File: src/rtl/nbf_pkg.sv
package nbf_pkg;

  typedef enum logic [1:0] {
    ST_IDLE  = 2'd0,
    ST_SHIFT = 2'd1,
    ST_WAIT  = 2'd2,
    ST_TAIL  = 2'd3
  } nbf_state_e;

  // width of the host-side lane the stream must realign to
  localparam int LANE_BITS = 8;

endpackage

File: src/rtl/nbf_halfbit_timer.sv
// Produces one tick every HALF_DIV cycles while run is high; held at zero otherwise.
module nbf_halfbit_timer #(
  parameter int HALF_DIV = 7
) (
  input  logic clk,
  input  logic rst,
  input  logic run,
  output logic tick
);
  localparam int TW = (HALF_DIV > 1) ? $clog2(HALF_DIV) : 1;
  localparam logic [TW-1:0] LAST = TW'(HALF_DIV - 1);

  logic [TW-1:0] cnt_q;

  assign tick = run && (cnt_q == LAST);

  always_ff @(posedge clk) begin
    if (rst || !run) begin
      cnt_q <= '0;
    end else if (tick) begin
      cnt_q <= '0;
    end else begin
      cnt_q <= cnt_q + 1'b1;
    end
  end
endmodule

File: src/rtl/nbf_word_shifter.sv
// Holds one word; the MSB is the line bit. Advance moves to the next bit.
module nbf_word_shifter #(
  parameter int WORD_W = 9
) (
  input  logic              clk,
  input  logic              rst,
  input  logic              load,
  input  logic [WORD_W-1:0] load_word,
  input  logic              advance,
  output logic              bit_out,
  output logic              on_last
);
  localparam int CW = $clog2(WORD_W);
  localparam logic [CW-1:0] LAST_IDX = CW'(WORD_W - 1);

  logic [WORD_W-1:0] sreg_q;
  logic [CW-1:0]     idx_q;

  assign bit_out = sreg_q[WORD_W-1];
  assign on_last = (idx_q == LAST_IDX);

  always_ff @(posedge clk) begin
    if (rst) begin
      sreg_q <= '0;
      idx_q  <= '0;
    end else if (load) begin
      sreg_q <= load_word;
      idx_q  <= '0;
    end else if (advance) begin
      sreg_q <= {sreg_q[WORD_W-2:0], 1'b0};
      idx_q  <= idx_q + 1'b1;
    end
  end
endmodule

File: src/rtl/nbf_align_tracker.sv
// Tracks the transaction bit total modulo the lane width.
module nbf_align_tracker #(
  parameter int WORD_W = 9,
  parameter int LANE_W = 8
) (
  input  logic clk,
  input  logic rst,
  input  logic clear,
  input  logic word_done,
  output logic aligned_after
);
  localparam int AW = (LANE_W > 1) ? $clog2(LANE_W) : 1;
  localparam logic [AW-1:0] STEP = AW'(WORD_W % LANE_W);

  logic [AW-1:0] acc_q;
  logic [AW-1:0] acc_next;

  assign acc_next      = acc_q + STEP;
  assign aligned_after = (acc_next == '0);

  always_ff @(posedge clk) begin
    if (rst || clear) begin
      acc_q <= '0;
    end else if (word_done) begin
      acc_q <= acc_next;
    end
  end
endmodule

File: src/rtl/ninebit_spi_framer.sv
module ninebit_spi_framer
  import nbf_pkg::*;
#(
  parameter int DATA_W   = 8,
  parameter int HALF_DIV = 7
) (
  input  logic              clk,
  input  logic              rst,
  input  logic              in_valid,
  output logic              in_ready,
  input  logic [DATA_W-1:0] in_data,
  input  logic              in_is_data,
  input  logic              in_last,
  input  logic [DATA_W-1:0] pad_opcode,
  output logic              spi_sclk,
  output logic              spi_mosi,
  output logic              spi_cs_n,
  output logic              busy
);
  localparam int WORD_W = DATA_W + 1;

  nbf_state_e state_q;
  logic       last_q;
  logic       sclk_q;
  logic       cs_n_q;
  logic       busy_q;

  logic              tick;
  logic              run;
  logic              accept;
  logic              shifting;
  logic              word_done;
  logic              pad_load;
  logic              on_last;
  logic              aligned_after;
  logic              tail_end;
  logic [WORD_W-1:0] load_word;

  assign in_ready  = (state_q == ST_IDLE) || (state_q == ST_WAIT);
  assign accept    = in_ready && in_valid;
  assign run       = (state_q == ST_SHIFT) || (state_q == ST_TAIL);
  assign shifting  = (state_q == ST_SHIFT) && tick && sclk_q;
  assign word_done = shifting && on_last;
  assign pad_load  = word_done && last_q && !aligned_after;
  assign tail_end  = (state_q == ST_TAIL) && tick;
  assign load_word = accept ? {in_is_data, in_data} : {1'b0, pad_opcode};

  nbf_halfbit_timer #(.HALF_DIV(HALF_DIV)) u_timer (
    .clk  (clk),
    .rst  (rst),
    .run  (run),
    .tick (tick)
  );

  nbf_word_shifter #(.WORD_W(WORD_W)) u_shift (
    .clk       (clk),
    .rst       (rst),
    .load      (accept || pad_load),
    .load_word (load_word),
    .advance   (shifting && !on_last),
    .bit_out   (spi_mosi),
    .on_last   (on_last)
  );

  nbf_align_tracker #(.WORD_W(WORD_W), .LANE_W(LANE_BITS)) u_align (
    .clk           (clk),
    .rst           (rst),
    .clear         (tail_end),
    .word_done     (word_done),
    .aligned_after (aligned_after)
  );

  always_ff @(posedge clk) begin
    if (rst) begin
      state_q <= ST_IDLE;
      last_q  <= 1'b0;
      sclk_q  <= 1'b0;
      cs_n_q  <= 1'b1;
      busy_q  <= 1'b0;
    end else begin
      case (state_q)
        ST_IDLE: begin
          if (accept) begin
            state_q <= ST_SHIFT;
            last_q  <= in_last;
            cs_n_q  <= 1'b0;
            busy_q  <= 1'b1;
          end
        end
        ST_SHIFT: begin
          if (tick) begin
            sclk_q <= ~sclk_q;
          end
          if (word_done) begin
            if (!last_q) begin
              state_q <= ST_WAIT;
            end else if (aligned_after) begin
              state_q <= ST_TAIL;
            end
          end
        end
        ST_WAIT: begin
          if (accept) begin
            state_q <= ST_SHIFT;
            last_q  <= in_last;
          end
        end
        ST_TAIL: begin
          if (tick) begin
            state_q <= ST_IDLE;
            cs_n_q  <= 1'b1;
            busy_q  <= 1'b0;
          end
        end
        default: state_q <= ST_IDLE;
      endcase
    end
  end

  assign spi_sclk = sclk_q;
  assign spi_cs_n = cs_n_q;
  assign busy     = busy_q;
endmodule

File: config.mk
export PLATFORM = sky130hd
export DESIGN_NAME = ninebit_spi_framer
export DESIGN_NICKNAME = d
export VERILOG_FILES = /design/src/rtl/nbf_pkg.sv /design/src/rtl/nbf_halfbit_timer.sv /design/src/rtl/nbf_word_shifter.sv /design/src/rtl/nbf_align_tracker.sv /design/src/rtl/ninebit_spi_framer.sv
export SDC_FILE = /design/constraint.sdc
export NUM_CORES = 1
export LEC_CHECK = 0
export BUFFER_PORTS_ARGS = -buffer_cell sky130_fd_sc_hd__buf_2
export CORE_UTILIZATION = 39
export DETAILED_ROUTE_END_ITERATION = 7
export GPL_TIMING_DRIVEN = 0
export PLACE_DENSITY = 0.63
export SLEW_MARGIN = 20
export SYNTH_ARGS = -nofsm -noshare
export SYNTH_HDL_FRONTEND = slang
export SYNTH_SLANG_ARGS = --single-unit
File: constraint.sdc
create_clock -name clk -period 3.7 [get_ports clk]
set_clock_uncertainty 0.15 [all_clocks]
set_input_delay 0.185 -clock clk [delete_from_list [all_inputs] [get_ports clk]]
set_output_delay 0.185 -clock clk [all_outputs]
set_load 0.005 [all_outputs]
* After elaboration in Yosys (flattened, before gate mapping) *
Cells that the tools add are included.

storage, ports and cells
  bits in registers = 25
  bits of input ports = 21
  output and inout bits = 5
  word-level logic and storage cells = 66

operators by class
  add/subtract/negate cells = 3
  equality and inequality tests = 10
  muxes and demuxes = 15
  bitwise gates (word level) = 1
  reduce and logical (&&, ||, !) cells = 28

operators with widths
  operator                                             number
  2-to-1 mux 9 bit                                     3
  2-to-1 mux 2 bit                                     5
  logical AND 1 bit                                    9
  adder 3 x 1 -> 3 bit, second input constant          2
  != test 2 bit, second input constant                 3
  case mux 2 bit (3 select lines)                      1
  OR reduction 2 bit                                   3
  logical OR 1 bit                                     5
  adder 4 x 1 -> 4 bit, second input constant          1
  equality test 2 bit, second input constant           2
  equality test 4 bit, second input constant           1
  2-to-1 mux 1 bit                                     4
  case mux 1 bit (2 select lines)                      2
  AND reduction 2 bit                                  2
  AND reduction 4 bit                                  1
  nonzero test 2 bit                                   2
  equality test 3 bit, second input constant           1
  logical NOT 1 bit                                    3
  logical NOT 3 bit                                    1
  != test 3 bit, second input constant                 1
  AND reduction 3 bit                                  1
  equality test 2 x 1 -> 1 bit, second input constant  1
  logical NOT 2 bit                                    1
  != test 2 x 1 -> 1 bit, second input constant        1
  NOT 1 bit                                            1

* Logic depth before layout (Yosys ltp) *
  depth in word-level cells = 10
  depth in mapped cells = 8
  depth with buffers taken out = 6

* Modules after synthesis *
Synthesis repeated with hierarchy kept, for this count alone.

unflattened totals
  cell total of the unflattened synthesis = 131
  area total of the unflattened synthesis = 1316.3 µm²

modules (own cells, without submodules)
  module              instances  cells each  area an instance (µm²)  sequential area each (µm²)
  nbf_word_shifter    1          63          638.1                   260.2
  ninebit_spi_framer  1          44          404.1                   120.1
  nbf_halfbit_timer   1          13          140.1                   60.1
  nbf_align_tracker   1          11          133.9                   60.1

* Worst setup path before layout *
No wires, ideal clock.

  path type = flip-flop to flip-flop
  from = register u_timer.cnt_q[0]
  to = register u_shift.idx_q[1]
  setup time = 0.070 ns
  arrival = 1.464 ns
  data required time = 3.480 ns
  setup slack = 2.016 ns
  cell stages (with the launch flop) = 8
  path buffers = 1
  clock period less this slack = 1.684 ns
  path through = dfxtp_1 > inv_1 > ha_1 > and4b_1 > buf_6 > and2_4 > a211o_1 > a21oi_1

on the way
  cells in the longest elaborated chain, start to end = 9
  elaborated cells on any way between the ends = 10
  those cells by class = eq/ne: 1; reduce/logical: 9

ends and longest elaborated chain
  element                           line                      text
  start, declared                   nbf_halfbit_timer.sv:13   logic [TW-1:0] cnt_q;
  start signal, assigned            nbf_halfbit_timer.sv:23   cnt_q <= cnt_q + 1'b1;
  equality test 3 bit *             nbf_halfbit_timer.sv:15   assign tick = run && (cnt_q == LAST);
  logical AND 1 bit *               nbf_halfbit_timer.sv:15
  logical AND 1 bit * (2 in a row)  ninebit_spi_framer.sv:42  assign shifting = (state_q == ST_SHIFT) && tick && sclk_q;
  logical AND 1 bit                 ninebit_spi_framer.sv:43  assign word_done = shifting && on_last;
  logical AND 1 bit (2 in a row)    ninebit_spi_framer.sv:44  assign pad_load = word_done && last_q && !aligned_after;
  logical OR 1 bit                  ninebit_spi_framer.sv:58  .load (accept || pad_load),
  OR reduction 2 bit (no line)      --
  end signal, assigned              nbf_word_shifter.sv:31    idx_q <= idx_q + 1'b1;
  end, declared                     nbf_word_shifter.sv:17    logic [CW-1:0] idx_q;

Mark *: on every way between the ends. The rest lies on a longest branch, timed or not.
A chain may end at the register's enable or synchronous reset.

* Worst setup path after layout *
  from = register u_timer.cnt_q[0]
  to = register u_shift.sreg_q[1]

on the way
  cells in the longest elaborated chain, start to end = 9
  elaborated cells on any way between the ends = 11
  those cells by class = eq/ne: 1; mux: 1; reduce/logical: 9

ends and longest elaborated chain
  element                                                        line                      text
  equality test 3 bit *                                          nbf_halfbit_timer.sv:15
  logical AND 1 bit *                                            nbf_halfbit_timer.sv:15
  logical AND 1 bit * (2 in a row)                               ninebit_spi_framer.sv:42
  logical AND 1 bit                                              ninebit_spi_framer.sv:43
  logical AND 1 bit (2 in a row)                                 ninebit_spi_framer.sv:44
  logical OR 1 bit                                               ninebit_spi_framer.sv:58
  2-to-1 mux 9 bit / nonzero test 2 bit (equally long branches)  --
  end signal, assigned                                           nbf_word_shifter.sv:27    sreg_q <= load_word;
  end signal, assigned                                           nbf_word_shifter.sv:30    sreg_q <= {sreg_q[WORD_W-2:0], 1'b0};
  end, declared                                                  nbf_word_shifter.sv:16    logic [WORD_W-1:0] sreg_q;

Marks and branches as above.

==> impl_metrics.py <==
metrics = {
    "timing": {
        "timing.max_slew.rel_slack": 0.6865,
        "grt_setup_unrepaired": "false",
        "fin_crit_ps": 1922,
        "finalCritPeriodShare": 0.5196,
        "maxSlewViolCount": 0,
        "hold_viol_final": 0,
        "tns_ps": 0,
        "max_freq_mhz": 520.2,
        "whs_ps": 19.67,
        "worstMarginPinSlew_ps": 470.2,
        "finalSetupViolCount": 0,
    },
    "floorplanning": {
        "initial_core_util": 0.4082,
        "fp.dieH_um": 58.53,
        "die_area_um2": 3425,
        "die_width_um": 58.53,
        "num_rows": 20,
        "core_area_um2": 3053,
        "ios": 26,
    },
    "global_route": {
        "grtUsageTotal": 0.1777,
        "grt-ovfl-total": 0,
        "grt_pass1_wl_um": 4650,
        "met3_usage": 0.01978,
        "grt_busiest_layer": "met2",
        "grt_max_degree": 16,
        "grt_pass1_vias": 1075,
        "antenna_found_initial": 0,
        "gr-usage-met1": 0.2277,
        "met2_usage": 0.3038,
    },
    "logic_synthesis": {
        "seq_area_frac_synth": 0.4016,
        "async_flop_share": 0,
        "syn_nets": 179,
        "synth_cell_type_count": 31,
        "synth_area_um2": 1246,
        "ys.warnings.count": 0,
        "ys_top_cells_by_area": "dfxtp_1 (40%), nor2_1 (10%), o211a_1 (6.4%), ha_1 (6.0%), nand3_1 (4.4%)",
        "synth_flop_cell": "dfxtp_1",
        "synth-edff-count": 0,
        "synth_top_cell_area_share": 0.4016,
        "synth_area_leader_cell": "dfxtp_1",
        "syn_inst": 152,
        "synth.avg_cell_area_um2": 8.199,
        "synth-seq-cells": 25,
    },
    "placed_design": {
        "dp_hpwl_um": 2092,
        "routabilityCongestion": 0.7900,
        "port-buffer-count": 24,
        "dp.cells": 220,
    },
    "clocking": {
        "clkSlewWorstSetupHoldPaths_ps": 160,
        "post-cts-setup-buffers": 0,
        "cts_tree": "done",
        "cts-root-buf": "clkbuf_4",
        "cts_resized": 0,
        "clk_path_buf_depth": 2,
        "cts_buffers": 3,
        "cts.sinks": 25,
        "clkLatencyLatePin_ps": 330,
        "htreeDepth": 1,
    },
    "job": {
        "max-cap-violations": 0,
    },
    "power_and_ir_drop": {
        "total_power_mw": 0.4727,
        "power.leakage_nw": 0.6757,
        "irDropWorstVdd_mv": 0.1528,
        "power_density_nw_per_um2": 321.2,
    },
    "critical_path": {
        "path_cells": "inv_1, ha_1, and4b_1, buf_6, o211ai_1, nand2_1, o211a_1",
        "cp_slowest_cell": "dfxtp_1",
        "worstSetupStartpointType": "flip-flop",
        "cp.arrival_ps": 2010,
        "critPathMaxFanout": 8,
        "crit_family": "simple AND/OR/NAND/NOR gates",
        "critPathKind": "reg2reg",
        "critPathBufInv": 2,
        "crit_path_end_kind": "flip-flop",
        "worstPathRequired_ps": 3780,
        "cpPeakStageDelay_ps": 390,
    },
    "final_layout": {
        "nNetsFinal": 210,
        "area_growth_pct": 18.07,
        "final_core_util": 0.4820,
        "insertedDiodeCount": 0,
        "final_cells": 226,
        "layout-drive-gt1-share": 0.2088,
        "fillCellCount": 325,
    },
    "hold_path": {
        "worstHoldPathType": "in2reg",
    },
    "route": {
        "ant_nets": 0,
        "first_pass_iters": 4,
        "vias_per_cell": 5.075,
        "dr_total_vias": 1147,
        "routedWlPerCell_um": 12.50,
        "drc": 0,
        "drt-total-wl_um": 2826,
        "drt_iter0_drc": 57,
    },
    "status": {
        "status": "complete, no violations",
    },
}
-- flip-flops by register name (all words and copies together), names as in the netlist --
name,count
spi_cs_n,1
spi_sclk,1
u_timer.cnt_q,3
last_q,1
u_shift.idx_q,4
u_shift.sreg_q,9
busy,1
state_q,2
u_align.acc_q,3
-- cell type report --
class / instances / area, µm² / share of cell area
Timing Repair Buffer: 26 / 140.1 / 0.09524
Buffer: 8 / 56.30 / 0.03827
Clock buffer: 3 / 22.52 / 0.01531
Sequential cell: 25 / 500.5 / 0.3401
Clock inverter: 1 / 7.507 / 0.005102
Tap cell: 44 / 55.05 / 0.03741
Multi-Input combinational cell: 114 / 670.6 / 0.4558
Inverter: 5 / 18.77 / 0.01276
-- layer usage --
metal / share of wire / up-vias / wire length, µm
li1: - / 588 / -
met1: 0.47 / 542 / 1337
met2: 0.50 / 15 / 1404
met3: 0.023 / 2 / 66
met4: 0.0064 / 0 / 18
met5: 0 / - / 0
-- repair_timing --
action                                  4_1_cts  5_1_grt
hold endpoints to repair                      2        0
hold buffers                                  2        0
endpoints found under the setup margin        0        0
-- report_power, final --
group	switching, mW	total [mW]	internal [mW]
registers	0.00691	0.288	0.281
logic	0.0270	0.0537	0.0267
clock network	0.0899	0.131	0.0413
total	0.124	0.473	0.349
-- cells by family after synthesis --
family,share of synthesized area
AO/OA/AOI/OAI,0.1847
XOR/XNOR,0.02812
adder cells (fa/ha/maj),0.06024
buffers and inverters,0.06024
flip-flops,0.4016
AND/OR/NAND/NOR,0.2651
-- cell usage in the layout, fill, tap and decap left out --
cell type	netlist	routed
and2_4	1	1
xor2_1	2	2
nor2_1	34	34
clkinvlp_4	0	1
inv_1	5	5
nor2b_1	2	2
o211ai_1	1	1
or3_1	1	1
and3b_1	1	1
clkbuf_8	1	1
o211a_1	8	8
o221a_2	1	1
buf_4	1	1
a21oi_1	8	8
buf_6	1	1
nand3b_1	1	1
xnor2_1	2	2
clkbuf_1	1	1
a32oi_1	1	1
ha_1	6	6
dfxtp_1	25	25
nand2b_1	2	2
o21ai_0	9	9
a41oi_1	1	1
a41o_2	1	1
nor3_1	9	9
clkbuf_4	0	3
nand2_1	8	8
buf_2	4	28
and3_1	1	1
dlygate4sd3_1	0	2
a211o_1	2	2
nand3_1	11	11
and4b_1	1	1
-- tightest hold or removal path, cell delays in order --
cell and delay [ps]:
buf_2 90, a32oi_1 50, a21oi_1 140
-- metrics by stage --
stage / setup slack [ps] / instance area [µm²]
floorplan: 2016 / 1246
finish: 1778 / 1471
global placement: 1858 / 1421
global route: 1613 / 1471
CTS: 1761 / 1471
detailed placement: 1811 / 1421
-- path summary, 6_finish.rpt --
kind	from	cells after the start	to	slack, ps
min reg2reg	u_timer.cnt_q[0]$_SDFF_PP0_	1	u_timer.cnt_q[0]$_SDFF_PP0_	310
max reg2reg	u_timer.cnt_q[0]$_SDFF_PP0_	7	u_shift.sreg_q[1]$_SDFFE_PP0P_	1780
max	u_timer.cnt_q[0]$_SDFF_PP0_	7	u_shift.sreg_q[1]$_SDFFE_PP0P_	1780
min	in_data[0]	3	u_shift.sreg_q[0]$_SDFFE_PP0P_	20
-- cell usage after synthesis (4+ instances only) --
library cell  instances
ha_1                  6
dfxtp_1              25
inv_1                 5
buf_2                 4
nand3_1              11
a21oi_1               8
o211a_1               8
nor2_1               34
nand2_1               8
nor3_1                9
o21ai_0               9
(Power assumes the default switching activity.)
